**src/rtl/mac16_pkg.sv**
```systemverilog
package mac16_pkg;

  typedef enum logic [1:0] {
    ACC_LOAD = 2'd0,
    ACC_ADD  = 2'd1,
    ACC_RSUB = 2'd2
  } acc_op_e;

  typedef struct packed {
    logic    tc;
    logic    rnd;
    acc_op_e op;
  } mac_ctrl_t;

  // The (acc=0, sub=1) pair is unspecified; it decodes as a direct load.
  function automatic acc_op_e decode_op(input logic acc, input logic sub);
    if (acc && sub) return ACC_RSUB;
    else if (acc)   return ACC_ADD;
    else            return ACC_LOAD;
  endfunction

endpackage

```
**src/rtl/mac16_capture.sv**
```systemverilog
module mac16_capture
  import mac16_pkg::*;
#(
  parameter int OP_W = 16
) (
  input  logic            clk,
  input  logic            rst_n,
  input  logic            a_stb,
  input  logic            b_stb,
  input  logic [OP_W-1:0] a_i,
  input  logic [OP_W-1:0] b_i,
  input  logic            tc_i,
  input  logic            rnd_i,
  input  logic            acc_i,
  input  logic            sub_i,
  output logic [OP_W-1:0] a_q,
  output logic [OP_W-1:0] b_q,
  output mac_ctrl_t       ctrl_q
);

  logic ctrl_en;
  assign ctrl_en = a_stb | b_stb;

  always_ff @(posedge clk or negedge rst_n) begin
    if (!rst_n) begin
      a_q <= '0;
    end else if (a_stb) begin
      a_q <= a_i;
    end
  end

  always_ff @(posedge clk or negedge rst_n) begin
    if (!rst_n) begin
      b_q <= '0;
    end else if (b_stb) begin
      b_q <= b_i;
    end
  end

  always_ff @(posedge clk or negedge rst_n) begin
    if (!rst_n) begin
      ctrl_q <= '{tc: 1'b0, rnd: 1'b0, op: ACC_LOAD};
    end else if (ctrl_en) begin
      ctrl_q <= '{tc: tc_i, rnd: rnd_i, op: decode_op(acc_i, sub_i)};
    end
  end

endmodule

```
**src/rtl/mac16_product.sv**
```systemverilog
module mac16_product #(
  parameter int OP_W  = 16,
  parameter int ACC_W = 35
) (
  input  logic [OP_W-1:0]  a,
  input  logic [OP_W-1:0]  b,
  input  logic             tc,
  input  logic             rnd,
  output logic [ACC_W-1:0] prod
);

  // One signed multiplier serves both modes: each operand gets one extra
  // top bit, set from its sign only in two's-complement mode.
  localparam int XW  = OP_W + 1;
  localparam int PW  = 2 * XW;
  localparam int PAD = ACC_W - PW;
  localparam logic [ACC_W-1:0] RND_ADD = ACC_W'(1) << (OP_W - 1);

  logic signed [XW-1:0] ax;
  logic signed [XW-1:0] bx;
  logic signed [PW-1:0] p;
  logic [ACC_W-1:0]     p_ext;

  always_comb begin
    ax    = $signed({tc & a[OP_W-1], a});
    bx    = $signed({tc & b[OP_W-1], b});
    p     = ax * bx;
    // Unsigned products are never negative, so extending the sign bit
    // gives zero extension in that mode.
    p_ext = {{PAD{p[PW-1]}}, p};
    prod  = p_ext + (rnd ? RND_ADD : '0);
  end

endmodule

```
**src/rtl/mac16_acc_section.sv**
```systemverilog
module mac16_acc_section #(
  parameter int W = 16
) (
  input  logic         clk,
  input  logic         rst_n,
  input  logic         load_i,
  input  logic [W-1:0] d_i,
  output logic [W-1:0] q_o
);

  always_ff @(posedge clk or negedge rst_n) begin
    if (!rst_n) begin
      q_o <= '0;
    end else if (load_i) begin
      q_o <= d_i;
    end
  end

endmodule

```
**src/rtl/mac16_preload.sv**
```systemverilog
module mac16_preload
  import mac16_pkg::*;
#(
  parameter int OP_W  = 16,
  parameter int EXT_W = 3
) (
  input  logic             clk,
  input  logic             rst_n,
  input  logic             a_stb,
  input  logic             b_stb,
  input  logic             r_stb,
  input  logic [OP_W-1:0]  a_i,
  input  logic [OP_W-1:0]  b_i,
  input  logic             tc_i,
  input  logic             rnd_i,
  input  logic             acc_i,
  input  logic             sub_i,
  input  logic             prel_i,
  input  logic             ext_dis_i,
  input  logic             hi_dis_i,
  input  logic             lo_dis_i,
  input  logic [EXT_W-1:0] ext_pin_i,
  input  logic [OP_W-1:0]  hi_pin_i,
  output logic [EXT_W-1:0] ext_o,
  output logic [OP_W-1:0]  hi_o,
  output logic [OP_W-1:0]  lo_o,
  output logic             ext_drv_o,
  output logic             hi_drv_o,
  output logic             lo_drv_o
);

  localparam int PROD_W = 2 * OP_W;
  localparam int ACC_W  = PROD_W + EXT_W;
  localparam int N_SEC  = 3;

  logic [OP_W-1:0]  a_q;
  logic [OP_W-1:0]  b_q;
  mac_ctrl_t        ctrl_q;
  logic [ACC_W-1:0] prod;
  logic [ACC_W-1:0] acc_q;
  logic [ACC_W-1:0] arith;
  logic [ACC_W-1:0] pre_vec;
  logic [N_SEC-1:0] sec_dis;

  mac16_capture #(.OP_W(OP_W)) u_capture (
    .clk    (clk),
    .rst_n  (rst_n),
    .a_stb  (a_stb),
    .b_stb  (b_stb),
    .a_i    (a_i),
    .b_i    (b_i),
    .tc_i   (tc_i),
    .rnd_i  (rnd_i),
    .acc_i  (acc_i),
    .sub_i  (sub_i),
    .a_q    (a_q),
    .b_q    (b_q),
    .ctrl_q (ctrl_q)
  );

  mac16_product #(.OP_W(OP_W), .ACC_W(ACC_W)) u_product (
    .a    (a_q),
    .b    (b_q),
    .tc   (ctrl_q.tc),
    .rnd  (ctrl_q.rnd),
    .prod (prod)
  );

  always_comb begin
    unique case (ctrl_q.op)
      ACC_ADD:  arith = acc_q + prod;
      ACC_RSUB: arith = prod - acc_q;
      default:  arith = prod;
    endcase
  end

  assign pre_vec = {ext_pin_i, hi_pin_i, b_i};
  assign sec_dis = {ext_dis_i, hi_dis_i, lo_dis_i};

  // Section g: 0 = lower half, 1 = upper half, 2 = extension.
  for (genvar g = 0; g < N_SEC; g++) begin : g_sec
    localparam int LSB = (g == 0) ? 0 : (g == 1) ? OP_W : PROD_W;
    localparam int W   = (g == 2) ? EXT_W : OP_W;

    logic         load;
    logic [W-1:0] d;

    always_comb begin
      load = r_stb & (~prel_i | sec_dis[g]);
      d    = prel_i ? pre_vec[LSB +: W] : arith[LSB +: W];
    end

    mac16_acc_section #(.W(W)) u_sec (
      .clk    (clk),
      .rst_n  (rst_n),
      .load_i (load),
      .d_i    (d),
      .q_o    (acc_q[LSB +: W])
    );
  end

  assign ext_o     = acc_q[ACC_W-1:PROD_W];
  assign hi_o      = acc_q[PROD_W-1:OP_W];
  assign lo_o      = acc_q[OP_W-1:0];
  assign ext_drv_o = ~ext_dis_i;
  assign hi_drv_o  = ~hi_dis_i;
  assign lo_drv_o  = ~lo_dis_i;

endmodule

```
**config.mk**
```make
export PLATFORM = sky130hd
export DESIGN_NAME = mac16_preload
export DESIGN_NICKNAME = d
export VERILOG_FILES = /design/src/rtl/mac16_pkg.sv /design/src/rtl/mac16_capture.sv /design/src/rtl/mac16_product.sv /design/src/rtl/mac16_acc_section.sv /design/src/rtl/mac16_preload.sv
export SDC_FILE = /design/constraint.sdc
export NUM_CORES = 1
export LEC_CHECK = 0
export BUFFER_PORTS_ARGS = -buffer_cell sky130_fd_sc_hd__buf_2
export CAP_MARGIN = 20
export CORE_MARGIN = 2
export CORE_UTILIZATION = 47
export CTS_CLUSTER_DIAMETER = 150
export DETAILED_ROUTE_END_ITERATION = 12
export PLACE_DENSITY_LB_ADDON = 0.08
export SETUP_SLACK_MARGIN = 0.4
export SYNTH_ARGS = -nofsm -noshare
export SYNTH_HDL_FRONTEND = slang
export SYNTH_SLANG_ARGS = --single-unit
```
**constraint.sdc**
```tcl
create_clock -name clk -period 10.65 [get_ports clk]
set_clock_uncertainty 0.05 [all_clocks]
set_input_delay 0.5325 -clock clk [delete_from_list [all_inputs] [get_ports clk]]
set_output_delay 0.5325 -clock clk [all_outputs]
set_load 0.1 [all_outputs]
```
==> run summary <==
outcome - finished, final reports clean
commonest non-fill, non-tap cell in the layout - sky130_fd_sc_hd__inv_1
destination of the worst hold path - u_capture.a_q[14]$_DFFE_PN0P_
type of the tightest min-delay check - in -> reg
area of the die - 38100 sq um
first-pass iteration count of the detailed router - 6
estimated wirelength of the detail-placed design - 36800 microns
CP startpoint kind - flop
largest area contributor in the synthesized netlist - sky130_fd_sc_hd__fa_1
CP Capture Type - flop
post-route clock period utilization - 89.5%
number of nets in the finished design - 2467
number of max-slew violations in the final report - 0
DP Area - 18000 sq um
Std-Cell Rows - 69
final period demand of the worst path - 9530 ps
remaining antenna violation count after routing - 0
overall via count from detail_route - 13400
slack of the worst reg-to-reg path - 1120 ps
number of nets in the synthesized netlist - 2424
Worst EP required - 10830 ps
Area Overhead vs Synth - 7.02%
number of hold violations in the final report - 0
Yosys warning total - 0
maximum number of pins on one net before global-route repair - 73
All-Layer GR Usage - 25.4%
Fmax - 105 MHz
number of failing setup endpoints in the final timing report - 0
total of max-cap violations - 0
hold path cells - 2
count of input and output buffers - 101
FF-to-FF path depth - 33
Synth cell types - 84
routability cong. - 0.884
grt total ovfl - 0
data arrival time of the worst path - 9710 ps
Root Driver - sky130_fd_sc_hd__clkbuf_16
Iter 0 DRT Violations - 687
Post-Synthesis Cells - 1940
Synth top area share - 34.7%
final non-filler cell area - 18400 sq um
maximum fanout along the worst path - 18
I/O pin cnt - 102
number of levels the H-tree was split into - 3
Worst Tran Pin Value - 900 ps
total CTS buffers - 9
antenna violations before repair - 1
CTS clk-pin slew, worst paths - 70 ps
biggest area contributors in the synthesized netlist - sky130_fd_sc_hd__fa_1 (35%), sky130_fd_sc_hd__dfrtp_1 (10%), sky130_fd_sc_hd__ha_1 (9.0%)
area inside the core boundary - 35700 sq um
reg-to-reg startpoint - u_capture.b_q[15]$_DFFE_PN0P_
Clk Latency, worst-skew pair - 380 ps
antenna diode instance count - 0
Worst path max stage delay - 680 ps
final core utilization - 51.4%
Async SR Flop Fraction - 100%
Die Height - 195 microns
CTS Buffer Depth - 2
Reg-to-Reg End - g_sec[2].u_sec.q_o[2]$_DFFE_PN0P_
number of synthesized flops with an enable pin - 0
Total Wirelength - 45900 microns
DRC - 0
number of global-route vias before repair - 13900
die boundary width - 195 microns
post-synthesis sequential area ratio - 10.4%
Starting Density - 48.0%
first-pass GRT wire length - 75800 microns
netlist area before placement - 17200 sq um
dominant cell type by count on the critical path - sky130_fd_sc_hd__fa_1
top library cells by usage in the layout, fill and taps aside - sky130_fd_sc_hd__inv_1 (337), sky130_fd_sc_hd__fa_1 (297), sky130_fd_sc_hd__nand2_1 (238)
WL/cell - 18.7 microns
clk sink count - 71
total of flip-flops plus latches after synthesis - 71
cell with the largest stage delay on the worst path - sky130_fd_sc_hd__dfrtp_1
Slew Limit Headroom - 40.0%
Synth Flop Type - sky130_fd_sc_hd__dfrtp_1
Total Neg Setup Slack - 0 ps
share of final-layout standard cells stronger than drive strength 1 - 9.56%
setup repair after global routing missed its margin - no
CTS tree - built
critical path start-end classification - reg -> reg
vias per inst - 5.47
startpoint of the worst hold path - a_i[14]
average footprint of a synthesized cell - 8.84 sq um
-- layout make-up --
cell class	count	area, sq um
Timing Repair Buffer	109	598
Multi-Input combinational cell	1455	13800
Clock buffer	10	239
Fill cell	3490	17400
Sequential cell	71	1780
Tap cell	461	577
Clock inverter	6	67.6
Inverter	337	1260
-- worst max-delay path: cells and delay by family (launching register included) --
family                     cells  cell delay [ps]
AOI/OAI and AO/OA             14             2740
xor gates and xnor gates       2              400
adders and majority gates      8             3590
buffers and inverters          4              540
DFF                            1              680
and+or+nand+nor                5             1390
-- registers in the layout (all words and copies together), names as in the netlist --
name	flops
u_capture.b_q	16
g_sec.u_sec.q_o	35
u_capture.a_q	16
u_capture.ctrl_q	4
-- worst max path at each step --
stage | startpoint | endpoint | slack, ps | cells after the start
finish | u_capture.b_q[15]$_DFFE_PN0P_ | g_sec[2].u_sec.q_o[2]$_DFFE_PN0P_ | 1120 | 33
global route | u_capture.a_q[15]$_DFFE_PN0P_ | g_sec[1].u_sec.q_o[15]$_DFFE_PN0P_ | 540 | 33
CTS | u_capture.a_q[15]$_DFFE_PN0P_ | g_sec[1].u_sec.q_o[15]$_DFFE_PN0P_ | 1000 | 33
detailed placement | u_capture.a_q[15]$_DFFE_PN0P_ | g_sec[1].u_sec.q_o[15]$_DFFE_PN0P_ | 1020 | 33
global placement | u_capture.a_q[15]$_DFFE_PN0P_ | g_sec[2].u_sec.q_o[2]$_DFFE_PN0P_ | 1220 | 34
floorplan | u_capture.ctrl_q[3]$_DFFE_PN0P_ | g_sec[2].u_sec.q_o[2]$_DFFE_PN0P_ | 2280 | 33
-- per-stage QoR --
stage / hold WS, ps / setup WS, ps / std cells
6_report: 335 / 1120 / 2449
5_1_grt: 340 / 545 / 2449
4_1_cts: 322 / 995 / 2446
3_5_place_dp: 431 / 1020 / 2430
3_3_place_gp: 421 / 1220 / 2430
2_1_floorplan: 187 / 2280 / 1940
-- cells in the mapped netlist (15+ instances only) --
cell type / number
sky130_fd_sc_hd__and2_1: 133
sky130_fd_sc_hd__and3_1: 15
sky130_fd_sc_hd__fa_1: 297
sky130_fd_sc_hd__clkbuf_1: 68
sky130_fd_sc_hd__inv_1: 337
sky130_fd_sc_hd__o211ai_1: 17
sky130_fd_sc_hd__a31oi_1: 18
sky130_fd_sc_hd__o21ai_0: 68
sky130_fd_sc_hd__mux2_2: 35
sky130_fd_sc_hd__nor3_1: 27
sky130_fd_sc_hd__xor2_1: 35
sky130_fd_sc_hd__a21oi_1: 83
sky130_fd_sc_hd__ha_1: 123
sky130_fd_sc_hd__nor2_1: 83
sky130_fd_sc_hd__o21a_1: 18
sky130_fd_sc_hd__dfrtp_1: 71
sky130_fd_sc_hd__nand2_1: 238
sky130_fd_sc_hd__a21o_1: 17
sky130_fd_sc_hd__xnor2_1: 66
-- kinds of logic (layout without fill, tap and decap cells) --
family                   Yosys count  count (layout)  synth area share, %
flip-flops                        71              71                 10.4
AND/OR/NAND/NOR                  580             580                 16.9
AO/OA/AOI/OAI                    309             309                 11.9
adder cells (fa/ha/maj)          420             420                 43.6
buffers and inverters            414             462                 9.08
multiplexers                      41              41                 2.65
XOR/XNOR                         105             105                 5.53
-- timing repair --
action                                 CTS  global route
resized for setup                        0             2
buffers inserted                         0             0
endpoints found under the hold margin    0            10
setup endpoints to repair                0             6
hold buffers                             0             1
-- layer usage --
layer	part of all wire [%]	global-route usage (%)
met2	51	44.5
met5	0	0
met1	44	34.2
met4	1.9	6.14
met3	2.7	2.28
Power is left out: the tool's default activity adds up to more than one toggle a clock period on the data nets, which glitch-free logic cannot reach.
